**config.mk**
```make
export PLATFORM = sky130hd
export DESIGN_NAME = fracbaud_gen
export DESIGN_NICKNAME = d
export VERILOG_FILES = /design/src/rtl/fbg_pkg.sv /design/src/rtl/fbg_regs.sv /design/src/rtl/fbg_frac_pre.sv /design/src/rtl/fbg_cnt.sv /design/src/rtl/fracbaud_gen.sv
export SDC_FILE = /design/constraint.sdc
export NUM_CORES = 1
export LEC_CHECK = 0
export CORE_MARGIN = 2
export CORE_UTILIZATION = 45
export CTS_BUF_LIST = sky130_fd_sc_hd__clkbuf_4 sky130_fd_sc_hd__clkbuf_8
export CTS_CLUSTER_DIAMETER = 120
export DETAILED_ROUTE_END_ITERATION = 12
export DONT_BUFFER_PORTS = 1
export PLACE_DENSITY_LB_ADDON = 0.25
export SYNTH_ARGS = -nofsm -noshare
export SYNTH_HDL_FRONTEND = slang
export SYNTH_HIERARCHICAL = 1
export SYNTH_SLANG_ARGS = --single-unit
```
**constraint.sdc**
```tcl
create_clock -name clk -period 4.1 [get_ports clk]
set_input_delay 0.41 -clock clk [delete_from_list [all_inputs] [get_ports clk]]
set_output_delay 0.41 -clock clk [all_outputs]
set_load 0.005 [all_outputs]
```
**src/rtl/fbg_pkg.sv**
```systemverilog
package fbg_pkg;
    localparam int ADDR_W = 3;
    localparam int DATA_W = 8;
    localparam int PRE_W  = 9;
    localparam int DIV_W  = 16;
    localparam int OVS_W  = 4;

    localparam logic [ADDR_W-1:0] A_DIV_LO = 3'd0;
    localparam logic [ADDR_W-1:0] A_DIV_HI = 3'd1;
    localparam logic [ADDR_W-1:0] A_PRE_LO = 3'd2;
    localparam logic [ADDR_W-1:0] A_PRE_HI = 3'd3;
    localparam logic [ADDR_W-1:0] A_OVS    = 3'd4;
    localparam logic [ADDR_W-1:0] A_CTRL   = 3'd5;

    localparam int CTRL_ENH_BIT = 0;
    localparam int CTRL_PEN_BIT = 1;

    // prescaler of 1.000 expressed in eighths
    localparam logic [PRE_W-1:0] PRE_ONE = PRE_W'(8);
    // reset prescaler 33.875 in eighths
    localparam logic [PRE_W-1:0] PRE_RST = PRE_W'(271);
    localparam logic [DIV_W-1:0] DIV_RST = DIV_W'(1);
    localparam logic [OVS_W-1:0] OVS_MIN = OVS_W'(4);

    typedef struct packed {
        logic [DIV_W-1:0]  div;
        logic [PRE_W-1:0]  pre;
        logic [OVS_W-1:0]  ovs;
        logic              enh;
        logic              pen;
        logic [DATA_W-1:0] rdata;
    } regs_t;
endpackage

```
**src/rtl/fbg_regs.sv**
```systemverilog
module fbg_regs
    import fbg_pkg::*;
(
    input  logic              clk,
    input  logic              rst_n,
    input  logic              wr_en,
    input  logic [ADDR_W-1:0] addr,
    input  logic [DATA_W-1:0] wdata,
    output logic [DATA_W-1:0] rdata,
    output logic [DIV_W-1:0]  div_lim,
    output logic [PRE_W-1:0]  pre_eff,
    output logic [PRE_W-1:0]  pre_raw,
    output logic [OVS_W-1:0]  ovs_lim,
    output logic              enh
);
    localparam int PRE_HI_W = PRE_W - DATA_W;

    regs_t r_d, r_q;

    always_comb begin
        r_d = r_q;
        if (wr_en) begin
            case (addr)
                A_DIV_LO: r_d.div[DATA_W-1:0] = wdata;
                A_DIV_HI: r_d.div[DIV_W-1:DATA_W] = wdata;
                A_PRE_LO: if (r_q.enh) begin
                    r_d.pre[DATA_W-1:0]     = wdata;
                    r_d.pre[PRE_W-1:DATA_W] = '0;
                end
                A_PRE_HI: if (r_q.enh) r_d.pre[PRE_W-1:DATA_W] = wdata[PRE_HI_W-1:0];
                A_OVS:    r_d.ovs = wdata[OVS_W-1:0];
                A_CTRL: begin
                    r_d.enh = wdata[CTRL_ENH_BIT];
                    r_d.pen = wdata[CTRL_PEN_BIT];
                end
                default: ;
            endcase
        end
        case (addr)
            A_DIV_LO: r_d.rdata = r_q.div[DATA_W-1:0];
            A_DIV_HI: r_d.rdata = r_q.div[DIV_W-1:DATA_W];
            A_PRE_LO: r_d.rdata = r_q.pre[DATA_W-1:0];
            A_PRE_HI: r_d.rdata = {{(DATA_W-PRE_HI_W){1'b0}}, r_q.pre[PRE_W-1:DATA_W]};
            A_OVS:    r_d.rdata = {{(DATA_W-OVS_W){1'b0}}, r_q.ovs};
            A_CTRL:   r_d.rdata = {{(DATA_W-2){1'b0}}, r_q.pen, r_q.enh};
            default:  r_d.rdata = '0;
        endcase
    end

    always_ff @(posedge clk) begin
        if (!rst_n) begin
            r_q.div   <= DIV_RST;
            r_q.pre   <= PRE_RST;
            r_q.ovs   <= '0;
            r_q.enh   <= 1'b0;
            r_q.pen   <= 1'b0;
            r_q.rdata <= '0;
        end else begin
            r_q <= r_d;
        end
    end

    always_comb begin
        if (!r_q.enh)
            pre_eff = PRE_RST;
        else if (!r_q.pen || (r_q.pre < PRE_ONE))
            pre_eff = PRE_ONE;
        else
            pre_eff = r_q.pre;
        ovs_lim = (r_q.ovs < OVS_MIN) ? '1 : (r_q.ovs - 1'b1);
        div_lim = r_q.div - 1'b1;
    end

    assign rdata   = r_q.rdata;
    assign pre_raw = r_q.pre;
    assign enh     = r_q.enh;
endmodule

```
**src/rtl/fbg_frac_pre.sv**
```systemverilog
module fbg_frac_pre #(
    parameter int PW = 9
) (
    input  logic          clk,
    input  logic          rst_n,
    input  logic          clr,
    input  logic [PW-1:0] step_div,
    output logic          pulse
);
    localparam int AW = PW + 1;
    localparam logic [AW-1:0] STEP = AW'(8);

    typedef struct packed {
        logic [AW-1:0] acc;
    } fp_t;

    fp_t s_d, s_q;
    logic [AW-1:0] sum;

    always_comb begin
        s_d   = s_q;
        sum   = s_q.acc + STEP;
        pulse = (sum >= {1'b0, step_div});
        if (clr)
            s_d.acc = '0;
        else if (pulse)
            s_d.acc = sum - {1'b0, step_div};
        else
            s_d.acc = sum;
    end

    always_ff @(posedge clk) begin
        if (!rst_n) s_q <= '0;
        else        s_q <= s_d;
    end
endmodule

```
**src/rtl/fbg_cnt.sv**
```systemverilog
module fbg_cnt #(
    parameter int W = 16
) (
    input  logic         clk,
    input  logic         rst_n,
    input  logic         clr,
    input  logic         en,
    input  logic [W-1:0] lim,
    output logic         hit
);
    typedef struct packed {
        logic [W-1:0] cnt;
    } cn_t;

    cn_t s_d, s_q;

    always_comb begin
        s_d = s_q;
        hit = en && (s_q.cnt == lim);
        if (clr)
            s_d.cnt = '0;
        else if (hit)
            s_d.cnt = '0;
        else if (en)
            s_d.cnt = s_q.cnt + 1'b1;
    end

    always_ff @(posedge clk) begin
        if (!rst_n) s_q <= '0;
        else        s_q <= s_d;
    end
endmodule

```
**src/rtl/fracbaud_gen.sv**
```systemverilog
module fracbaud_gen
    import fbg_pkg::*;
(
    input  logic              clk,
    input  logic              rst_n,
    input  logic              wr_en,
    input  logic [ADDR_W-1:0] addr,
    input  logic [DATA_W-1:0] wdata,
    output logic [DATA_W-1:0] rdata,
    output logic              samp_tick,
    output logic              bit_tick
);
    typedef struct packed {
        logic samp;
        logic baud;
    } out_t;

    logic [DIV_W-1:0] div_lim_w;
    logic [PRE_W-1:0] pre_eff_w;
    logic [PRE_W-1:0] pre_raw_w;
    logic [OVS_W-1:0] ovs_lim_w;
    logic             enh_w;
    logic             pre_pulse;
    logic             samp_hit;
    logic             baud_hit;
    out_t             o_d, o_q;

    fbg_regs u_regs (
        .clk     (clk),
        .rst_n   (rst_n),
        .wr_en   (wr_en),
        .addr    (addr),
        .wdata   (wdata),
        .rdata   (rdata),
        .div_lim (div_lim_w),
        .pre_eff (pre_eff_w),
        .pre_raw (pre_raw_w),
        .ovs_lim (ovs_lim_w),
        .enh     (enh_w)
    );

    fbg_frac_pre #(.PW(PRE_W)) u_pre (
        .clk      (clk),
        .rst_n    (rst_n),
        .clr      (wr_en),
        .step_div (pre_eff_w),
        .pulse    (pre_pulse)
    );

    fbg_cnt #(.W(DIV_W)) u_div (
        .clk   (clk),
        .rst_n (rst_n),
        .clr   (wr_en),
        .en    (pre_pulse),
        .lim   (div_lim_w),
        .hit   (samp_hit)
    );

    fbg_cnt #(.W(OVS_W)) u_ovs (
        .clk   (clk),
        .rst_n (rst_n),
        .clr   (wr_en),
        .en    (samp_hit),
        .lim   (ovs_lim_w),
        .hit   (baud_hit)
    );

    always_comb begin
        o_d.samp = samp_hit && !wr_en;
        o_d.baud = baud_hit && !wr_en;
    end

    always_ff @(posedge clk) begin
        if (!rst_n) o_q <= '0;
        else        o_q <= o_d;
    end

    assign samp_tick = o_q.samp;
    assign bit_tick  = o_q.baud;
endmodule

```
==> reports/qor.yml, run 1 <==
outcome: "finished, final reports clean"
antenna_found_initial: 0
p_per_area_nw_per_um2: 305.7
dp_hpwl_um: 7478
post_cts_buffers: 0
die_h_um: 102.5
gp_routability_congestion: 0.9148
h-tree-depth: 3
num_rows: 35
dieArea_um2: 10500
boundaryPins: 24
cts_buffers: 9
grt_pass1_vias: 3243
fp.coreArea_um2: 9328
drc: 0
fin_skew_ns: 0.01120
path_class: "register to register"
leakagePower_nw: 1.806
antenna_cells: 0
cts_hold_buf: 0
hold_violations: 0
power.internal_mw: 1.066
die_width_um: 102.5
fin_nets: 523
min_path_type: "input port to register"
critical_path.startpoint_type: "register"
wl_per_cell_um: 15.88
p_switching_mw: 0.3321
required_ns: 4.31
cts_tree: "yes"
clockBufferDepth: 2
setup_tns_ns: 0
start_util: 0.4676
cts_root_buf: "clkbuf_8"
syn_area_per_cell_um2: 8.519
n_fill_cell: 907
peakVddDrop_mv: 0.1145
drt-initial-drc-count: 171
rsz0062_at_grt: "false"
arrival_ns: 3.66
setup_viol: 0
routed_wl_um: 9956
max_freq_mhz: 290.2
portBuffers: 0
yosys_warnings: 6
grt_pass1_wl_um: 16210
final_core_util: 0.4901
path_clk_slew_ns: 0.07
grt_start_max_net_pins: 42
drv_cap: 0
vias: 3466
synth.cell_area_um2: 4362
hold-worst-slack_ns: 0.1344
fin_crit_sh: 0.8404
grt.total_usage: 0.2001
insertion_delay_ns: 0.35
cts-resized-gates: 0
combPwrFrac: 0.083
routed_via_density: 5.528
drtAntennaViolNets: 0
worst_pin_slew_ns: 0.6149
p_seq_frac: 0.506
syn_to_final_growth_pct: 4.819
drive_above_1_share: 0.07229
grt_overflow: 0
slew_headroom: 0.5869
cp-end-kind: "register"
firstDrtPassIters: 4
sw_frac_of_total: 0.2376
path_max_fanout: 10
syn_nets: 541
syn-instance-count: 512
final_max_slew_viol_count: 0
clock_power_share: 0.411
final.min_clock_period_ns: 3.446
cts.sink_count: 71
## worst paths after layout
check	slack (ns)	end	cells past startpoint	start
worst min-delay path	0.13	u_regs/pre_raw[3]$_SDFFE_PN1P_	1	rst_n
worst max register to register	0.65	u_div/s_q[10]$_SDFFE_PP0P_	17	u_regs/pre_raw[5]$_SDFFE_PN0P_
worst max-delay path	0.65	u_div/s_q[10]$_SDFFE_PP0P_	17	u_regs/pre_raw[5]$_SDFFE_PN0P_
worst min register to register	0.52	u_regs/r_q[30]$_SDFFE_PN0P_	2	u_regs/r_q[30]$_SDFFE_PN0P_
## worst max-delay path: stages, from the launching register on
cell	delay, ns
dfxtp_1	0.34
nor4_1	0.27
nand2_1	0.10
nand2_1	0.10
o21ai_0	0.09
ha_1	0.24
inv_1	0.07
fa_1	0.21
nand3_1	0.17
and3_2	0.25
o2bb2ai_4	0.27
nor2_8	0.08
inv_4	0.14
nand4_1	0.16
nor3_1	0.44
nand3_1	0.16
xor2_1	0.16
nor2_1	0.06
## metrics by stage
step,setup WS (ns),instance area [um^2],power [mW],instances
floorplan,0.5397,4362,0.8264,512
global placement,0.6761,4370,0.8352,612
detailed placement,0.6921,4370,0.8371,612
CTS,0.6603,4572,1.410,627
global route,0.4167,4572,1.451,627
finish,0.6542,4572,1.398,627
## routing by layer
| layer | share of wire | up-vias | track usage |
|---|---|---|---|
| met5 | 0 | - | 0 |
| li1 | - | 1741 | - |
| met3 | 0.062 | 17 | 0.03967 |
| met1 | 0.48 | 1639 | 0.2831 |
| met2 | 0.43 | 69 | 0.2976 |
| met4 | 0.021 | 0 | 0.08103 |
## cell usage in the layout (no fill, tap or decap), types with 13 or more instances in the layout
cell / n
o21ai_0: 13
nand4_1: 16
nand2_1: 47
mux2i_1: 28
xor2_1: 31
nor3_1: 14
ha_1: 14
nor2_1: 38
dfxtp_1: 71
a21oi_1: 22
inv_1: 21
xnor2_1: 24
nor2b_1: 27
## registers in the layout (all words and copies together), names as in the netlist
signal / cells
u_ovs/s_q: 4
u_div/s_q: 16
samp_tick: 1
u_regs/r_q: 21
u_regs/pre_raw: 9
u_pre/s_q: 10
bit_tick: 1
u_regs/rdata: 8
u_regs/enh: 1
## final cells by class
cell class                      count  area (um^2)  share of cell area
Clock buffer                       12        158.9             0.03476
Clock inverter                      3        42.54            0.009305
Inverter                           22        85.08             0.01861
Multi-Input combinational cell    388         2688              0.5879
Sequential cell                    71         1421              0.3109
Tap cell                          129        161.4             0.03530
Timing Repair Buffer                2        15.01            0.003284
## power by group through the flow
| stage | clock (mW) | sequential (mW) | combinational (mW) |
|---|---|---|---|
| after floorplan | 0 | 0.719 | 0.107 |
| after global placement | 0 | 0.723 | 0.112 |
| after detailed placement | 0 | 0.723 | 0.114 |
| after CTS | 0.588 | 0.707 | 0.115 |
| after global routing | 0.616 | 0.708 | 0.127 |
| final | 0.575 | 0.707 | 0.115 |
No activity file was read; power rests on OpenSTA's default activity.
==> run 2: changes to the inputs <==
- ABC_AREA: default -> 1
- clock period: 4.1 -> 3.1 ns (I/O delays scaled with it)
==> run 2 against run 1 <==
Synthesized cell count up 50%. Area after synthesis grew 9.6%. Total power grew 47%. Flip-flop and latch count stayed put. Global-route usage is 2.3 points higher. Clock skew fell by 0.00097 ns. First-iteration DRC count grew 91%. Cell count rose by 47%. Critical path type unchanged. Critical endpoint is now u_ovs/s_q[1]$_SDFFE_PP0P_. Largest cell class unchanged.
==> reports/qor.yml, run 2 <==
n_fill_cell: 1031  # was 907
grt_pass1_wl_um: 20330  # was 16,210 um
peakVddDrop_mv: 0.2744  # was 0.1145 mV
routed_wl_um: 12250  # was 9956 um
drv_cap: 0  # unchanged
synth.cell_area_um2: 4778  # was 4362 um^2
setup_viol: 0  # unchanged
final_core_util: 0.5176  # was 0.4901
antenna_cells: 0  # unchanged
rsz0062_at_grt: "true"  # was false
grt_use_met1: 0.2940  # was 0.2831
boundaryPins: 24  # unchanged
top_usage_layer: "met2"  # unchanged
gp_routability_congestion: 0.9136  # was 0.9148
start_util: 0.4629  # was 0.4676
antenna_found_initial: 0  # unchanged
cts_tree: "yes"  # unchanged
vias: 4628  # was 3,466
largest_reg_flops: 21  # unchanged
syn_area_per_cell_um2: 6.230  # was 8.519 um^2
outcome: "finished, final reports clean"  # unchanged
final_max_slew_viol_count: 0  # unchanged
use_met3: 0.04681  # was 0.03967
fin_crit_sh: 0.9620  # was 0.8404
fin_cells: 919  # was 627
cts_buffers: 9  # unchanged
worst_pin_slew_ns: 0.5208  # was 0.6149 ns
required_ns: 3.35  # was 4.31 ns
p_per_area_nw_per_um2: 385.6  # was 305.7 nW/um^2
yosys_warnings: 6  # unchanged
insertion_delay_ns: 0.37  # was 0.35 ns
path_clk_slew_ns: 0.07  # about the same
area.sequential_um2: 1433  # was 1421 um^2
die_h_um: 107.0  # was 102.5 um
slew_headroom: 0.6515  # was 0.5869
cp-end-kind: "register"  # unchanged
drtAntennaViolNets: 0  # unchanged
syn_to_final_growth_pct: 11.84  # was 4.819%
grt_start_max_net_pins: 37  # was 42
routed_via_density: 5.036  # was 5.528
path_max_fanout: 7  # was 10
biggestRegsByFlops: "u_regs/r_q x21, u_div/s_q x16, u_pre/s_q x10"  # unchanged
syn-instance-count: 767  # was 512
min_path_type: "input port to register"  # unchanged
fin_nets: 807  # was 523
clockBufferDepth: 2  # unchanged
dieArea_um2: 11460  # was 10,500 um^2
hold_violations: 0  # unchanged
stdcell_area_um2: 5344  # was 4572 um^2
final.min_clock_period_ns: 2.982  # was 3.446 ns
final_cell_mix: "nand2_1 (220), nor2_1 (137), inv_1 (98), dfxtp_1 (66), nand3_1 (42)"  # was dfxtp_1 (71), nand2_1 (47), nor2_1 (38), xor2_1 (31), mux2i_1 (28)
cts_root_buf: "clkbuf_8"  # unchanged
cts.sink_count: 71  # unchanged
grt.total_usage: 0.2235  # was 0.2001
grt_util_met2: 0.3603  # was 0.2976
worst_slack_ns: 0.1179  # was 0.6542 ns
die_width_um: 107.0  # was 102.5 um
leakagePower_nw: 2.406  # was 1.806 nW
wl_per_cell_um: 13.33  # was 15.88 um
drive_above_1_share: 0.1315  # was 0.07229
h-tree-depth: 3  # unchanged
place_area_um2: 4860  # was 4370 um^2
layout_commonest_cell: "nand2_1"  # was dfxtp_1
drt-initial-drc-count: 326  # was 171
p_total_mw: 2.061  # was 1.398 mW
fin_skew_ns: 0.01023  # was 0.01120 ns
grt_overflow: 0  # unchanged
place_ws_ns: -0.1032  # was 0.6921 ns
path_class: "register to register"  # unchanged
critical_path.startpoint_type: "register"  # unchanged
dp_cells: 890  # was 612
drc: 0  # unchanged
dp_hpwl_um: 9059  # was 7478 um
max_freq_mhz: 335.3  # was 290.2 MHz
fp.coreArea_um2: 10320  # was 9328 um^2
firstDrtPassIters: 5  # was 4
portBuffers: 0  # unchanged
num_rows: 37  # was 35
grt_pass1_vias: 4367  # was 3,243
arrival_ns: 3.23  # was 3.66 ns
multi_input_area_um2: 2935  # was 2688 um^2
regMostFlops: "u_regs/r_q"  # unchanged
syn_nets: 796  # was 541
[run 2: cell count changes in the layout (fill, tap and decap cells not counted), moves of 17 or more]
| cell | change |
|---|---|
| mux2i_1 | -28 |
| nand3_1 | +30 |
| o21ai_0 | +17 |
| inv_1 | +77 |
| nand2_1 | +173 |
| nor2b_1 | -27 |
| nor2_1 | +99 |
[run 2: what timing repair did]
item,in CTS,in global routing
setup buffers,2,9
hold endpoints to repair,1,0
hold buffers,2,0
endpoints found under the setup margin,5,21
gates resized for setup,2,33
pin swaps,1,21
[run 2: per-layer routing]
| metal | up-vias | routed length [um] | share of wire |
|---|---|---|---|
| met3 | 21 | 715 | 0.058 |
| met4 | 0 | 249 | 0.020 |
| met5 | - | 0 | 0 |
| li1 | 2387 | - | - |
| met1 | 2094 | 5523 | 0.45 |
| met2 | 126 | 5758 | 0.47 |
[run 2: worst max-delay path, cell delays in order (launching register included)]
cell and delay (ns):
dfxtp_4 0.36, nor2_4 0.09, nand4_1 0.19, nand3_1 0.15
nand2_1 0.07, ha_2 0.18, inv_2 0.09, fa_2 0.23
nand2_2 0.08, nand2_4 0.08, nand3_4 0.08, nand3_2 0.08
nand2_2 0.07, nand3_4 0.10, nand4_1 0.12, a21oi_2 0.12
nand2_1 0.07, nor2_2 0.15, buf_6 0.15, nand2_4 0.05
nor2_4 0.07, nand3_2 0.09, nand2_2 0.13, nor2_1 0.06
[run 2: final cells by class]
type                    count  share of cell area
well taps                 136             0.03184
multi-input cells         566              0.5493
clock inverters             6             0.01733
inverters                 112             0.08078
clock buffers              10             0.02576
repair buffers             18             0.02693
flip-flops and latches     71              0.2681
[run 2: final timing paths]
check,cells past startpoint,slack [ns],end,from
max,23,0.12,u_ovs/s_q[1]$_SDFFE_PP0P_,u_regs/pre_raw[4]$_SDFFE_PN0P_
min,1,0.05,u_regs/pre_raw[0]$_SDFFE_PN1P_,rst_n
max reg2reg,23,0.12,u_ovs/s_q[1]$_SDFFE_PP0P_,u_regs/pre_raw[4]$_SDFFE_PN0P_
min reg2reg,2,0.49,u_regs/r_q[13]$_SDFFE_PN0P_,u_regs/r_q[13]$_SDFFE_PN0P_
[run 2: power by group]
group / switching [mW] / total [mW] / leakage, nW / internal (mW)
logic: 0.154 / 0.250 / 1.72 / 0.0957
registers: 0.0187 / 0.944 / 0.576 / 0.925
clock network: 0.388 / 0.867 / 0.109 / 0.479
total: 0.561 / 2.06 / 2.41 / 1.50
[run 2: per-stage QoR]
stage	hold WS [ns]	setup TNS, ns
floorplan	0.3769	0
global placement	0.3809	0
detailed placement	0.3815	-0.4572
CTS	0.02575	0
global route	0.02710	-0.07290
finish	0.04874	0
==> run 3: changes to the inputs <==
- clock period: 3.1 -> 2.8 ns (I/O delays scaled with it)
==> run 3 against run 2 <==
The flow now finishes with violations (negative setup slack). Clock skew grew 0.0028 ns. Final area increased by 0.82%. Flip-flop and latch count stayed put. Core utilization up 0.42 points. Largest cell class unchanged.
==> reports/qor.yml, run 3 (same netlist as run 2, synthesis figures left out) <==
min_path_type: "input port to register"  # unchanged
wl_per_cell_um: 13.30  # was 13.33 um
routed_wl_um: 12340  # was 12,250 um
final_max_slew_viol_count: 0  # unchanged
cts_tree: "yes"  # unchanged
grt_overflow: 0  # unchanged
combPwrFrac: 0.138  # was 0.121
drv_cap: 0  # unchanged
dp_cells: 902  # was 890
leakagePower_nw: 2.422  # was 2.406 nW
largest_reg_flops: 21  # unchanged
sw_frac_of_total: 0.2894  # was 0.2722
syn_to_final_growth_pct: 12.75  # was 11.84%
cts_root_buf: "clkbuf_8"  # unchanged
vias: 4720  # was 4,628
drc: 0  # unchanged
num_rows: 37  # unchanged
hold_violations: 0  # unchanged
p_switching_mw: 0.6062  # was 0.5609 mW
max_freq_mhz: 348.5  # was 335.3 MHz
worst_slack_ns: -0.06933  # was 0.1179 ns
antenna_found_initial: 0  # unchanged
clock_power_share: 0.363  # was 0.421
portBuffers: 0  # unchanged
peakVddDrop_mv: 0.2131  # was 0.2744 mV
critical_path.startpoint_type: "register"  # unchanged
rsz0062_at_grt: "true"  # unchanged
setup_tns_ns: -0.5317  # was 0 ns
biggestRegsByFlops: "u_regs/r_q x21, u_div/s_q x16, u_pre/s_q x10"  # unchanged
grt.total_usage: 0.2173  # was 0.2235
required_ns: 3.05  # was 3.35 ns
dp_hpwl_um: 9070  # was 9059 um
insertion_delay_ns: 0.35  # was 0.37 ns
drt-initial-drc-count: 317  # was 326
setup_viol: 16  # was 0
firstDrtPassIters: 7  # was 5
die_h_um: 107.0  # unchanged
cp-end-kind: "register"  # unchanged
slew_headroom: 0.4528  # was 0.6515
path_max_fanout: 7  # unchanged
drive_above_1_share: 0.1414  # was 0.1315
p_seq_frac: 0.499  # was 0.458
p_per_area_nw_per_um2: 388.8  # was 385.6 nW/um^2
path_clk_slew_ns: 0.08  # was 0.07 ns
final.min_clock_period_ns: 2.869  # was 2.982 ns
grt_start_max_net_pins: 37  # unchanged
fin_skew_ns: 0.01308  # was 0.01023 ns
grt_pass1_vias: 4296  # was 4,367
boundaryPins: 24  # unchanged
cts_buffers: 9  # unchanged
rrSetupSlack_ns: -0.07  # was 0.12 ns
fp.coreArea_um2: 10320  # unchanged
clockBufferDepth: 2  # unchanged
final_cell_mix: "nand2_1 (219), nor2_1 (137), inv_1 (98), dfxtp_1 (70), nand3_1 (41)"  # was nand2_1 (220), nor2_1 (137), inv_1 (98), dfxtp_1 (66), nand3_1 (42)
h-tree-depth: 3  # unchanged
die_width_um: 107.0  # unchanged
outcome: "finished, violations left"  # was finished, final reports clean
dieArea_um2: 11460  # unchanged
antenna_cells: 0  # unchanged
regMostFlops: "u_regs/r_q"  # unchanged
fin_crit_sh: 1.025  # was 0.9620
grt_pass1_wl_um: 19950  # was 20,330 um
path_class: "register to register"  # unchanged
routed_via_density: 5.086  # was 5.036
gp_routability_congestion: 0.9085  # was 0.9136
arrival_ns: 3.11  # was 3.23 ns
power.internal_mw: 1.489  # was 1.500 mW
failed_checks: "negative setup slack"
drtAntennaViolNets: 0  # unchanged
cts.sink_count: 71  # unchanged
layout_commonest_cell: "nand2_1"  # unchanged
start_util: 0.4629  # unchanged
worst_pin_slew_ns: 0.8177  # was 0.5208 ns
fin_cells: 928  # was 919
fin_nets: 816  # was 807
p_total_mw: 2.095  # was 2.061 mW
==> run 3: worst paths after layout <==
| kind | from | to | cells after the start |
|---|---|---|---|
| max reg2reg | u_regs/pre_raw[4]$_SDFFE_PN0P_ | u_ovs/s_q[0]$_SDFFE_PP0P_ | 22 |
| max | u_regs/pre_raw[4]$_SDFFE_PN0P_ | u_ovs/s_q[0]$_SDFFE_PP0P_ | 22 |
| min reg2reg | u_regs/r_q[13]$_SDFFE_PN0P_ | u_regs/r_q[13]$_SDFFE_PN0P_ | 2 |
| min | rst_n | u_regs/pre_raw[1]$_SDFFE_PN1P_ | 1 |
==> run 3: power by group through the flow <==
stage               Sequential (mW)  Combinational, mW  Clock, mW
finish                         1.05              0.289      0.761
global route                   1.05              0.327      0.824
CTS                            1.04              0.263      0.775
detailed placement             1.07              0.259          0
global placement               1.07              0.255          0
floorplan                      1.06              0.225          0
==> run 3: final cells by class <==
cell class	instances	area (um^2)
clock inverters	5	33.78
well taps	136	170.2
clock buffers	11	145.1
inverters	112	436.7
repair buffers	26	207.7
multi-input cells	567	2972
fillers	1036	4936
flip-flops and latches	71	1423
==> run 3: metal layers <==
layer,vias up,track usage,part of all wire
met3,25,0.04559,0.057
met5,-,0,0
met1,2167,0.2882,0.46
met2,132,0.3531,0.46
met4,0,0.06679,0.023
li1,2396,-,-
==> run 3: critical path, cell delays in order (launching register included) <==
cell and delay [ns]:
dfxtp_2 0.33, nor2_2 0.10, nand4_1 0.19, nand3_1 0.14, nand2_1 0.07, ha_2 0.18
inv_2 0.07, fa_2 0.22, nand2_2 0.06, nand2_2 0.07, nand3_2 0.11, nand3_2 0.10
nand2_2 0.08, nand3_4 0.09, nand4_1 0.07, a21oi_1 0.14, nand2_1 0.11, nor2_4 0.20
nand2_2 0.07, nor2_2 0.11, nand3_2 0.09, nand2_2 0.12, nor2_2 0.04
==> run 3: timing repair <==
action / CTS / global route
hold endpoints to repair: 3 / 0
hold buffers: 2 / 0
endpoints found under the setup margin: 4 / 21
setup buffers: 1 / 6
cloned: 0 / 1
pin swaps: 5 / 23
gates resized for setup: 0 / 32
==> run 3: stage by stage <==
step	utilization	area, um^2	hold slack [ns]	setup slack, ns
floorplan	-	4810	0.3469	0.003333
finish	0.5219	5388	0.02277	-0.06933
global route	0.5219	5388	0.005286	-0.2943
CTS	0.5021	5184	0.004767	0.006773
global placement	0.4821	4977	0.3508	0.06364
detailed placement	0.4821	4977	0.3507	-0.006682
